**src/rtl/zrd_pkg.sv**
```systemverilog
package zrd_pkg;

   typedef enum logic {
      ZRD_SEPARATE = 1'b0,
      ZRD_COMBINED = 1'b1
   } zrd_mode_e;

   localparam int unsigned ZRD_NUM_CH = 2;

endpackage

```
**src/rtl/zrd_run_counter.sv**
```systemverilog
module zrd_run_counter #(
   parameter int unsigned SAMPLE_W = 24,
   parameter int unsigned RUN_LEN  = 8192
) (
   input  logic                clk,
   input  logic                rst_n,
   input  logic                clear,
   input  logic                smp_valid,
   input  logic [SAMPLE_W-1:0] smp_data,
   output logic                run_met
);

   localparam int unsigned     CNT_W = $clog2(RUN_LEN + 1);
   localparam logic [CNT_W-1:0] LIMIT = CNT_W'(RUN_LEN);

   generate
      if (RUN_LEN < 2) begin : g_bad_len
         $error("zrd_run_counter: RUN_LEN must be at least 2");
      end
      if (SAMPLE_W < 1) begin : g_bad_width
         $error("zrd_run_counter: SAMPLE_W must be at least 1");
      end
   endgenerate

   logic [CNT_W-1:0] run_cnt;
   logic             smp_nonzero;

   assign smp_nonzero = |smp_data;

   always_ff @(posedge clk or negedge rst_n) begin
      if (!rst_n) begin
         run_cnt <= '0;
      end else if (clear) begin
         run_cnt <= '0;
      end else if (smp_valid) begin
         if (smp_nonzero) begin
            run_cnt <= '0;
         end else if (run_cnt != LIMIT) begin
            run_cnt <= run_cnt + 1'b1;
         end
      end
   end

   assign run_met = (run_cnt == LIMIT);

   AST_CNT_SATURATES: assert property (@(posedge clk) disable iff (!rst_n)
      run_cnt <= LIMIT);

   AST_NONZERO_RESTART: assert property (@(posedge clk) disable iff (!rst_n)
      (smp_valid && smp_nonzero) |=> (run_cnt == '0));

   AST_IDLE_NO_CHANGE: assert property (@(posedge clk) disable iff (!rst_n)
      (!smp_valid && !clear) |=> $stable(run_cnt));

   AST_CLEAR_ZERO: assert property (@(posedge clk) disable iff (!rst_n)
      clear |=> (run_cnt == '0));

endmodule

```
**src/rtl/zrd_flag_shaper.sv**
```systemverilog
module zrd_flag_shaper
   import zrd_pkg::*;
#(
   parameter int unsigned NUM_CH = ZRD_NUM_CH
) (
   input  logic              clk,
   input  logic              rst_n,
   input  logic [NUM_CH-1:0] run_met,
   input  logic              cfg_en,
   input  zrd_mode_e         cfg_mode,
   input  logic              cfg_active_low,
   input  logic              hold_rst,
   output logic [NUM_CH-1:0] flag
);

   generate
      if (NUM_CH < 1) begin : g_bad_ch
         $error("zrd_flag_shaper: NUM_CH must be at least 1");
      end
   endgenerate

   logic              all_met;
   logic [NUM_CH-1:0] hit;
   logic [NUM_CH-1:0] flag_d;

   assign all_met = &run_met;

   for (genvar c = 0; c < NUM_CH; c++) begin : g_ch
      always_comb begin
         if (hold_rst) begin
            hit[c] = 1'b1;
         end else if (cfg_mode == ZRD_COMBINED) begin
            hit[c] = all_met;
         end else begin
            hit[c] = run_met[c];
         end
         flag_d[c] = cfg_en & (hit[c] ^ cfg_active_low);
      end

      always_ff @(posedge clk or negedge rst_n) begin
         if (!rst_n) begin
            flag[c] <= 1'b0;
         end else begin
            flag[c] <= flag_d[c];
         end
      end
   end

endmodule

```
**src/rtl/zero_run_detector.sv**
```systemverilog
module zero_run_detector
   import zrd_pkg::*;
#(
   parameter int unsigned SAMPLE_W = 24,
   parameter int unsigned RUN_LEN  = 8192
) (
   input  logic                clk,
   input  logic                rst_n,
   input  logic                smp_valid,
   input  logic [SAMPLE_W-1:0] smp_left,
   input  logic [SAMPLE_W-1:0] smp_right,
   input  logic                cfg_en,
   input  logic                cfg_combined,
   input  logic                cfg_active_low,
   input  logic                hold_rst,
   output logic                zflag_left,
   output logic                zflag_right
);

   localparam int unsigned NCH    = ZRD_NUM_CH;
   localparam int unsigned CH_L   = 0;
   localparam int unsigned CH_R   = 1;

   logic [NCH-1:0][SAMPLE_W-1:0] ch_data;
   logic [NCH-1:0]               ch_met;
   logic [NCH-1:0]               ch_flag;

   assign ch_data[CH_L] = smp_left;
   assign ch_data[CH_R] = smp_right;

   for (genvar c = 0; c < NCH; c++) begin : g_cnt
      zrd_run_counter #(
         .SAMPLE_W (SAMPLE_W),
         .RUN_LEN  (RUN_LEN)
      ) u_cnt (
         .clk       (clk),
         .rst_n     (rst_n),
         .clear     (hold_rst),
         .smp_valid (smp_valid),
         .smp_data  (ch_data[c]),
         .run_met   (ch_met[c])
      );
   end

   zrd_flag_shaper #(
      .NUM_CH (NCH)
   ) u_shaper (
      .clk            (clk),
      .rst_n          (rst_n),
      .run_met        (ch_met),
      .cfg_en         (cfg_en),
      .cfg_mode       (zrd_mode_e'(cfg_combined)),
      .cfg_active_low (cfg_active_low),
      .hold_rst       (hold_rst),
      .flag           (ch_flag)
   );

   assign zflag_left  = ch_flag[CH_L];
   assign zflag_right = ch_flag[CH_R];

   AST_DISABLED_LOW: assert property (@(posedge clk) disable iff (!rst_n)
      !cfg_en |=> (!zflag_left && !zflag_right));

   AST_HOLD_DETECTED: assert property (@(posedge clk) disable iff (!rst_n)
      (cfg_en && hold_rst) |=>
         ((zflag_left == !$past(cfg_active_low)) &&
          (zflag_right == !$past(cfg_active_low))));

   AST_COMBINED_EQUAL: assert property (@(posedge clk) disable iff (!rst_n)
      cfg_combined |=> (zflag_left == zflag_right));

   AST_RELEASE_BOTH_NZ: assert property (@(posedge clk) disable iff (!rst_n)
      (smp_valid && (|smp_left) && (|smp_right) && cfg_en && !hold_rst)
         ##1 (cfg_en && !hold_rst)
         |=> ((zflag_left == $past(cfg_active_low)) &&
              (zflag_right == $past(cfg_active_low))));

endmodule

```
**config.mk**
```make
export PLATFORM = sky130hd
export DESIGN_NAME = zero_run_detector
export DESIGN_NICKNAME = d
export VERILOG_FILES = /design/src/rtl/zrd_pkg.sv /design/src/rtl/zrd_run_counter.sv /design/src/rtl/zrd_flag_shaper.sv /design/src/rtl/zero_run_detector.sv
export SDC_FILE = /design/constraint.sdc
export NUM_CORES = 1
export LEC_CHECK = 0
export ABC_AREA = 1
export BUFFER_PORTS_ARGS = -buffer_cell sky130_fd_sc_hd__buf_2
export CAP_MARGIN = 10
export CORE_AREA = 5 5 69 71
export CTS_BUF_LIST = sky130_fd_sc_hd__clkbuf_4 sky130_fd_sc_hd__clkbuf_8
export DETAILED_ROUTE_END_ITERATION = 8
export DIE_AREA = 0 0 74 76
export HOLD_SLACK_MARGIN = 0.03
export PLACE_DENSITY = 0.85
export SYNTH_ARGS = -nofsm -noshare
export SYNTH_HDL_FRONTEND = slang
export SYNTH_SLANG_ARGS = --single-unit
```
**constraint.sdc**
```tcl
create_clock -name clk -period 4.82 [get_ports clk]
set_input_delay 0.241 -clock clk [delete_from_list [all_inputs] [get_ports clk]]
set_output_delay 0.241 -clock clk [all_outputs]
set_load 0.02 [all_outputs]
```
==> results.yml <==
setup_path:
  crit_path_frequent_cell: "nand2_1"
  cp_slowest_cell: "dfrtp_1"
  r2r_slack_ps: 3040
  critPathKind: "register to register"
  crit_arrival_ps: 1960
  startpoint_type: "register"
  crit_path_max_incr_delay_ps: 470
  endpoint_kind: "register"
  r2r-end: "g_cnt[0].u_cnt.run_cnt[2]$_DFFE_PN0P_"
  regToRegStartpoint: "g_cnt[0].u_cnt.run_cnt[0]$_DFFE_PN0P_"
  cp.required_ps: 5010
  path_cells: "inv_1 > ha_1 > nand3_1 > nor2_1 > nand2_1 > inv_2 > nand2_2 > nand2_4 > inv_1 > nand2_1 > nand2_1"
  path_max_fanout: 17
  worstRegToRegCells: 11
power_and_ir_drop:
  seqPwrFrac_pct: 44.7
  worst_ir_drop_vdd_mv: 0.183
  p_clk_share_pct: 45.4
  intPower_mw: 0.430
  pwr-share-comb_pct: 9.9
  swShare_pct: 24.1
  p_leak_nw: 1.25
  p_sw_mw: 0.136
  p_per_area_mw_per_mm2: 205
finish:
  multi_input_area_sq_mm: 0.00143
  instances_no_fill: 473
  drive_gt1_share_pct: 24.7
  nFillCells: 382
  syn_to_final_growth_pct: 17.2
  regArea_sq_um: 751
  fin_nets: 479
  diodes: 0
clocking:
  cts_resized: 0
  cts_tree: "done"
  path_clk_slew_ps: 70
  clockRootBuffer: "clkbuf_8"
  htreeDepth: 2
  clk_latency_ps: 290
  cts_sinks: 30
  ctsLongestPathBuffers: 2
  cts_made_buffers: 5
floorplanning:
  floorplan.initialDensity_pct: 56.6
  fp.dieW_um: 74
  coreArea_sq_mm: 0.00417
  num_io_pins: 57
  die-area_sq_mm: 0.00562
  dieHeight_um: 76
  placement_rows: 24
sta:
  maxSlewHeadroom_pct: 55.0
  fin_crit_ps: 1780
  max_freq_mhz: 563
  timing.final.crit_share_pct: 36.8
  slew_viol_final: 0
  fin_skew_ps: 6.11
  setup_tns_ps: 0
  hold_viol: 0
  timing.final.setup_violations: 0
  rsz0062_at_grt: "false"
  worstMarginPinSlew_ps: 675
detailed_routing:
  ant_nets: 0
  top_layer: "met4"
  dr_wl_met2_um: 2990
  wl_met3_um: 228
  m1WireLength_um: 2320
  drc_errors: 0
  via_count: 2395
  drt-initial-drc-count: 94
  avgViaCountPerCell: 5.06
  firstDrtPassIters: 4
  avgRoutedWirePerCell_um: 11.9
  drt_wl_total_um: 5620
yosys:
  yosysTopAreaCellShare_pct: 31.8
  synth_xor_area_share_pct: 4.82
  synth.area.top_cells: "dfrtp_1 32%, nand2_1 20%, nor2_1 10%"
  ys.flop_type: "dfrtp_1"
  syn-num-nets: 421
  synth-simple-area-share_pct: 47.9
  synth_top_family_by_area: "simple AND/OR/NAND/NOR gates"
  yosys-top-cells-count: "124 x nand2_1, 66 x nor2_1, 30 x dfrtp_1"
  synth_edf_count: 0
  synth_cells: 362
  async_reset_ff_share_pct: 100
  synth-compound-area-share_pct: 5.78
  netlist_area_sq_mm: 0.00236
  syn_avg_cell_area_sq_um: 6.52
  ys_seq_area_share_pct: 31.8
  synth_mux_area_share_pct: 0
  synth_top_area_cell: "dfrtp_1"
  synth_cell_types: 26
  synthAdderAreaFrac_pct: 2.12
  synth-seq-cells: 30
  synth_most_common_cell: "nand2_1"
  synth_warnings: 0
flow_run:
  drv_cap: 0
global_route:
  grt_pass1_wl_um: 9870
  grt_pass1_vias: 2414
  gr-total-overflow: 0
  grt_usage_pct: 21.8
  antenna_found_initial: 0
  grt_max_degree: 31
worst_hold_path:
  hold_start: "cfg_en"
  hp-class: "primary input to register"
  hold_path_end: "u_shaper.flag[1]$_DFF_PN0_"
  hold-path-cell-count: 3
place:
  portBuffers: 56
  routabilityCongestion: 0.867
  dp.cells: 464
  dp_hpwl_um: 4410
status:
  status: "finished, final reports clean"
==> cells in the final DEF, fill, tap and decap left out, drive strengths merged <==
cell         netlist  layout
o21ai             18      18
xor2              10      10
clkbuf             1       5
a21oi              1       1
inv               31      31
nand3             23      23
o21bai             1       1
nand2            136     136
dlygate4sd3        0       1
xnor2              3       3
nor2              77      77
clkinvlp           0       2
dfrtp             30      30
nand4              7       7
nor3              15      15
bufinv             0       1
ha                 4       4
buf                5      56
==> registers in the layout, summed over array words and instances, names as in the netlist <==
register             cells
u_shaper.flag            2
g_cnt.u_cnt.run_cnt     28
==> power groups by stage <==
stage / clock network [mW] / registers [mW] / logic [mW]
floorplan: 0 / 0.259 / 0.0250
global placement: 0 / 0.258 / 0.0539
detailed placement: 0 / 0.258 / 0.0556
CTS: 0.261 / 0.253 / 0.0563
global route: 0.270 / 0.253 / 0.0627
finish: 0.257 / 0.253 / 0.0559
==> how the worst max path moves through the flow <==
| stage | from | endpoint | slack [ps] | depth (start not counted) |
|---|---|---|---|---|
| after CTS | g_cnt[1].u_cnt.run_cnt[0]$_DFFE_PN0P_ | g_cnt[1].u_cnt.run_cnt[1]$_DFFE_PN0P_ | 3020 | 8 |
| after global placement | g_cnt[1].u_cnt.run_cnt[0]$_DFFE_PN0P_ | g_cnt[1].u_cnt.run_cnt[0]$_DFFE_PN0P_ | 3120 | 7 |
| after floorplan | g_cnt[1].u_cnt.run_cnt[0]$_DFFE_PN0P_ | g_cnt[1].u_cnt.run_cnt[13]$_DFFE_PN0P_ | 3300 | 10 |
| after detailed placement | g_cnt[1].u_cnt.run_cnt[0]$_DFFE_PN0P_ | g_cnt[1].u_cnt.run_cnt[1]$_DFFE_PN0P_ | 3040 | 8 |
| final | g_cnt[0].u_cnt.run_cnt[0]$_DFFE_PN0P_ | g_cnt[0].u_cnt.run_cnt[2]$_DFFE_PN0P_ | 3040 | 11 |
| after global routing | g_cnt[0].u_cnt.run_cnt[0]$_DFFE_PN0P_ | g_cnt[0].u_cnt.run_cnt[2]$_DFFE_PN0P_ | 2840 | 11 |
==> stage by stage <==
stage	instance area, sq um	power (mW)	hold WS, ps	util (%)	worst slack [ps]
floorplan	2360	0.284	-54.6	-	3300
global placement	2640	0.312	306	63.3	3120
detailed placement	2640	0.313	313	63.3	3040
CTS	2770	0.570	175	66.3	3020
global route	2770	0.586	189	66.3	2840
finish	2770	0.566	178	66.3	3040
==> what timing repair did <==
action	in CTS	in global routing
hold endpoints to repair	30	0
setup buffers	0	0
hold buffers	1	0
==> critical path: cells and delay by family, from the launching register on <==
kind,cells,cell delay [ps]
AND/OR/NAND/NOR,7,690
buffers and inverters,3,350
adder cells (fa/ha/maj),1,160
flip-flops,1,470
==> area by class of cell <==
class,count,share of cell area (%)
Clock inverter,3,1.63
Multi-Input combinational cell,295,51.7
Sequential cell,30,27.1
Inverter,31,4.20
Tap cell,52,2.35
Clock buffer,5,2.49
Timing Repair Buffer,57,10.5
==> cell families (layout without fill, tap and decap cells) <==
group / after synthesis / in the layout
xor gates and xnor gates: 13 / 13
adders and majority gates: 4 / 4
buffers and inverters: 37 / 96
AOI/OAI and AO/OA: 20 / 20
and+or+nand+nor: 258 / 258
DFF: 30 / 30
==> routing by layer <==
layer  up-vias  global-route usage [%]
li1       1253                       -
met1      1096                    25.3
met2        37                    37.7
met3         9                    4.35
met4         0                    9.60
met5         -                       0
(Power assumes the default switching activity.)
